--- src/rtl/pair_pkg.sv ---
// Shared widths, class codes and decoded-slot type for the pairing checker.
// Assumes class codes 11..15 are unused and are treated like multi.
package pair_pkg;
    localparam int CLS_W  = 4;
    localparam int FU_N   = 6;
    localparam int ITER_N = 3;

    typedef enum logic [CLS_W-1:0] {
        CLS_ALU    = 4'd0,
        CLS_LOAD   = 4'd1,
        CLS_STORE  = 4'd2,
        CLS_IMUL   = 4'd3,
        CLS_IDIV   = 4'd4,
        CLS_HILO   = 4'd5,
        CLS_BRANCH = 4'd6,
        CLS_FADD   = 4'd7,
        CLS_FMUL   = 4'd8,
        CLS_FDIV   = 4'd9,
        CLS_MULTI  = 4'd10
    } icls_e;

    // F-pipe unit bit positions
    localparam int FU_IADD = 0;
    localparam int FU_BR   = 1;
    localparam int FU_MD   = 2;
    localparam int FU_FADD = 3;
    localparam int FU_FMUL = 4;
    localparam int FU_FDIV = 5;

    // Iterative unit busy bit positions
    localparam int IT_MD   = 0;
    localparam int IT_FMUL = 1;
    localparam int IT_FDIV = 2;

    typedef struct packed {
        logic              s0_ok;  // may sit in the first slot (M-pipe)
        logic              s1_ok;  // may sit in the second slot (F-pipe)
        logic              multi;  // needs both slots
        logic [FU_N-1:0]   fu;     // F-pipe unit when placed on the F-pipe
        logic [ITER_N-1:0] iter;   // iterative units it must find idle
    } dec_t;

    typedef struct packed {
        logic            iss_o;
        logic            iss_y;
        logic            o_f;
        logic            y_f;
        logic            solo;
        logic [FU_N-1:0] claim;
    } issue_t;
endpackage

--- src/rtl/pair_slot_decode.sv ---
// Maps one class code to slot eligibility, F-pipe unit and iterative needs.
// Purely combinational; assumes codes above CLS_MULTI mean unknown.
module pair_slot_decode
    import pair_pkg::*;
(
    input  logic [CLS_W-1:0] cls,
    output dec_t             dec
);
    // Class table lookup
    always_comb begin
        dec = '0;
        case (cls)
            CLS_ALU: begin
                dec.s0_ok = 1'b1;
                dec.s1_ok = 1'b1;
                dec.fu[FU_IADD] = 1'b1;
            end
            CLS_LOAD, CLS_STORE: dec.s0_ok = 1'b1;
            CLS_IMUL, CLS_IDIV, CLS_HILO: begin
                dec.s1_ok = 1'b1;
                dec.fu[FU_MD] = 1'b1;
                dec.iter[IT_MD] = 1'b1;
            end
            CLS_BRANCH: begin
                dec.s1_ok = 1'b1;
                dec.fu[FU_BR] = 1'b1;
            end
            CLS_FADD: begin
                dec.s1_ok = 1'b1;
                dec.fu[FU_FADD] = 1'b1;
            end
            CLS_FMUL: begin
                dec.s1_ok = 1'b1;
                dec.fu[FU_FMUL] = 1'b1;
                dec.iter[IT_FMUL] = 1'b1;
            end
            CLS_FDIV: begin
                dec.s1_ok = 1'b1;
                dec.fu[FU_FDIV] = 1'b1;
                dec.iter[IT_FDIV] = 1'b1;
            end
            default: dec.multi = 1'b1;
        endcase
    end
endmodule

--- src/rtl/pair_arbiter.sv ---
// Combines two decoded slots and the busy flags into one issue decision.
// Assumes the first-slot class set is entirely M-pipe, so a pair can take at
// most one F-pipe unit (the younger's); a lone older may take one itself.
module pair_arbiter
    import pair_pkg::*;
(
    input  logic              o_vld,
    input  logic              y_vld,
    input  dec_t              dec_o,
    input  dec_t              dec_y,
    input  logic [ITER_N-1:0] busy,
    output issue_t            nxt
);
    logic o_blk;
    logic y_blk;

    // Busy gating for each slot
    always_comb begin
        o_blk = |(dec_o.iter & busy);
        y_blk = |(dec_y.iter & busy);
    end

    // Issue, routing and F-pipe claim
    always_comb begin
        nxt       = '0;
        nxt.iss_o = o_vld & ~o_blk;
        nxt.solo  = nxt.iss_o & dec_o.multi;
        nxt.o_f   = nxt.iss_o & ~dec_o.s0_ok & ~dec_o.multi;
        nxt.iss_y = nxt.iss_o & dec_o.s0_ok & y_vld & dec_y.s1_ok
                    & ~dec_y.multi & ~y_blk;
        nxt.y_f   = nxt.iss_y;
        nxt.claim = (nxt.o_f ? dec_o.fu : '0) | (nxt.iss_y ? dec_y.fu : '0);
    end
endmodule

--- src/rtl/pair_issue_gate.sv ---
// Top of the dual-issue pairing checker: decodes both slots, arbitrates and
// registers the decision. Assumes operands are already known to be ready.
module pair_issue_gate
    import pair_pkg::*;
(
    input  logic              clk,
    input  logic              rst_n,
    input  logic              old_vld,
    input  logic [CLS_W-1:0]  old_cls,
    input  logic              yng_vld,
    input  logic [CLS_W-1:0]  yng_cls,
    input  logic [ITER_N-1:0] iter_busy,
    output logic              issue_older,
    output logic              issue_younger,
    output logic              older_fpipe,
    output logic              younger_fpipe,
    output logic              solo_dispatch,
    output logic [FU_N-1:0]   fpipe_claim
);
    localparam int SLOTS = 2;

    logic [SLOTS-1:0][CLS_W-1:0] cls_vec;
    dec_t                        dec_vec [SLOTS];
    issue_t                      nxt;
    issue_t                      cur;

    assign cls_vec[0] = old_cls;
    assign cls_vec[1] = yng_cls;

    // One decoder per issue slot
    for (genvar g = 0; g < SLOTS; g++) begin : g_slot
        pair_slot_decode u_dec (
            .cls (cls_vec[g]),
            .dec (dec_vec[g])
        );
    end

    pair_arbiter u_arb (
        .o_vld (old_vld),
        .y_vld (yng_vld),
        .dec_o (dec_vec[0]),
        .dec_y (dec_vec[1]),
        .busy  (iter_busy),
        .nxt   (nxt)
    );

    // Decision register
    always_ff @(posedge clk) begin
        if (!rst_n) cur <= '0;
        else        cur <= nxt;
    end

    assign issue_older   = cur.iss_o;
    assign issue_younger = cur.iss_y;
    assign older_fpipe   = cur.o_f;
    assign younger_fpipe = cur.y_f;
    assign solo_dispatch = cur.solo;
    assign fpipe_claim   = cur.claim;
endmodule

--- config.mk ---
export PLATFORM = sky130hd
export DESIGN_NAME = pair_issue_gate
export DESIGN_NICKNAME = d
export VERILOG_FILES = /design/src/rtl/pair_pkg.sv /design/src/rtl/pair_slot_decode.sv /design/src/rtl/pair_arbiter.sv /design/src/rtl/pair_issue_gate.sv
export SDC_FILE = /design/constraint.sdc
export NUM_CORES = 1
export LEC_CHECK = 0
export ABC_CLOCK_PERIOD_IN_PS = 900
export BUFFER_PORTS_ARGS = -buffer_cell sky130_fd_sc_hd__buf_2
export CAP_MARGIN = 20
export CORE_MARGIN = 2
export CORE_UTILIZATION = 39
export DETAILED_ROUTE_END_ITERATION = 8
export GPL_TIMING_DRIVEN = 1
export PLACE_DENSITY = 0.76
export REMOVE_ABC_BUFFERS = 1
export SLEW_MARGIN = 5
export SYNTH_ARGS = -nofsm -noshare
export SYNTH_HDL_FRONTEND = slang
export SYNTH_SLANG_ARGS = --single-unit
--- constraint.sdc ---
create_clock -name clk -period 0.9 [get_ports clk]
set_input_delay 0.045 -clock clk [delete_from_list [all_inputs] [get_ports clk]]
set_output_delay 0.045 -clock clk [all_outputs]
set_load 0.01 [all_outputs]
==> flow_summary.toml <==
[critical_path]
cp.arrival_ns = 0.94
worst-path-max-fanout = 6
critPathRequiredTime_ns = 1.03
worstSetupEndpointType = "flip-flop"
crit_type = "in2reg"
start_kind = "input pin"

[placement]
port-buffer-count = 25
pre_cts_ws_ns = -0.163
post-dp-hpwl_um = 1040
gp_congestion = 0.829

[final_layout]
area_growth_syn_to_layout_pct = 45.6
n_antenna_cell = 0
nFillCells = 125
drive_above_1_share = 0.450
post-route-util = 0.618
final_nets = 117

[synthesis]
yosysUniqueCellTypes = 37
ys_seq_area_frac = 0.358
synth_area_leaders = "dfxtp_1 36%, a21oi_1 3.6%, and4b_1 3.6%"
yosysTopAreaCell = "dfxtp_1"
yosys_warnings = 0
syn_area_per_cell_um2 = 9.17
yosysMostFrequentCell = "dfxtp_1"
synth.top_cell.area_share = 0.358
ys_seq_elements = 10
synth_edf_count = 0
ys_dominant_reg_cell = "dfxtp_1"
synth_cells = 61
synthArstFlopShare = 0
syn_area_um2 = 559
synth_common_cells = "10 x dfxtp_1, 4 x a21oi_1, 3 x nand2_1"

[drt]
wl_per_cell_um = 10.8
drt_iter0_markers = 8
wl_met1_um = 555
highest_layer = "met4"
dr.pass1.iters = 2
via_per_inst = 5.19
drtAntennaViolNets = 0
drc = 0
dr_wl_met3_um = 80
wirelength_um = 1250
wl_met2_um = 598
dr_total_vias = 597

[sta]
slew_headroom = 0.773
finalCritPeriodShare = 0.908
final-setup-viol-count = 0
worstMarginPinSlew_ns = 0.337
fin_ws_ns = 0.0829
fmax_mhz = 1220
slew_viol_final = 0
hold_viol_final = 0
final.setup.tns_ns = 0
fin_crit_ns = 0.817
rsz0062_at_grt = "no"

[floorplan]
row_count = 13
io_pins = 26
die_y_um = 41.9
die_w_um = 41.9
die_area_mm2 = 0.00175
start_util = 0.425
core_area_mm2 = 0.00132

[global_routing]
grt_max_degree = 9
gr-total-overflow = 0
gr-usage-all-layers = 0.158
first_global_vias = 549
grt_antenna_before_repair = 0
grt_pass1_wl_um = 2100

[power]
power_density_mw_per_mm2 = 1140
p_leak_nw = 0.389
max-vdd-ir-drop_uv = 622
finalPower_mw = 0.927

[clocking]
cts_buffer_depth = 2
clock_sinks = 10
clkTransAtPathRegs_ns = 0.06
cts_buffers = 3
cts_max_level = 1
cts_tree = "done"
cts-root-buf = "clkbuf_4"
cts_resized = 0

[min_path]
min_path_type = "in2reg"

[status]
status = "finished clean"

[flow_run]
cap_violations = 0
==> cells by family (layout without fill, tap and decap cells) <==
kind of cell           after synthesis  after routing  share of synthesized area
multiplexers                         1              1                     0.0179
buffers and inverters                5             44                     0.0559
flip-flops                          10             10                      0.358
AO/OA/AOI/OAI                       17             17                      0.226
AND/OR/NAND/NOR                     28             28                      0.342
==> path summary, 6_finish.rpt <==
kind | start | endpoint | slack [ns] | cells past startpoint
worst max-delay path | old_cls[3] | fpipe_claim[1] | 0.08 | 4
worst min-delay path | iter_busy[0] | issue_older | 0.01 | 2
==> final cells by class <==
type	instances	area (um2)	area share
timing repair buffer	39	238	0.292
sequential	10	200	0.246
inverter	2	7.51	0.00922
clock buffer	3	22.5	0.0276
multi-input combinational	46	328	0.402
tap	15	18.8	0.0230
==> state kept, by name (all words and copies together), names as in the netlist <==
signal	cells
solo_dispatch	1
issue_older	1
fpipe_claim	6
older_fpipe	1
younger_fpipe	1
==> through the flow <==
stage / instance area [um2] / std cells / hold WS, ns
final: 815 / 115 / 0.0136
after global routing: 815 / 115 / 0.0106
after CTS: 815 / 115 / 0.00653
after detailed placement: 762 / 109 / 0.247
after global placement: 762 / 109 / 0.242
after floorplan: 536 / 58 / 0.114
==> power by group <==
group,switching (mW),internal [mW],leakage (nW)
registers,0.00146,0.452,0.0811
clock network,0.122,0.153,0.0138
logic,0.0939,0.105,0.294
total,0.218,0.709,0.389
==> repair_timing <==
| action | CTS | global route |
|---|---|---|
| endpoints found under the hold margin | 3 | 0 |
| hold buffers | 3 | 0 |
| buffers inserted | 0 | 0 |
==> worst max-delay path: stages <==
cell and delay [ns]:
buf_2 0.13, and4b_1 0.36, nand2_1 0.10, o41ai_1 0.31
==> metal layers <==
metal | vias to the layer above | track usage
li1 | 313 | -
met1 | 262 | 0.169
met2 | 20 | 0.281
met3 | 2 | 0.0435
met4 | 0 | 0.0774
met5 | - | 0
==> layout by cell type, fill, tap and decap left out, drive strengths merged, types with 3 or more instances in the layout <==
cell type / n
clkbuf: 3
nand2: 3
buf: 36
dfxtp: 10
dlygate4sd3: 3
a21oi: 5
(Power assumes the default switching activity.)
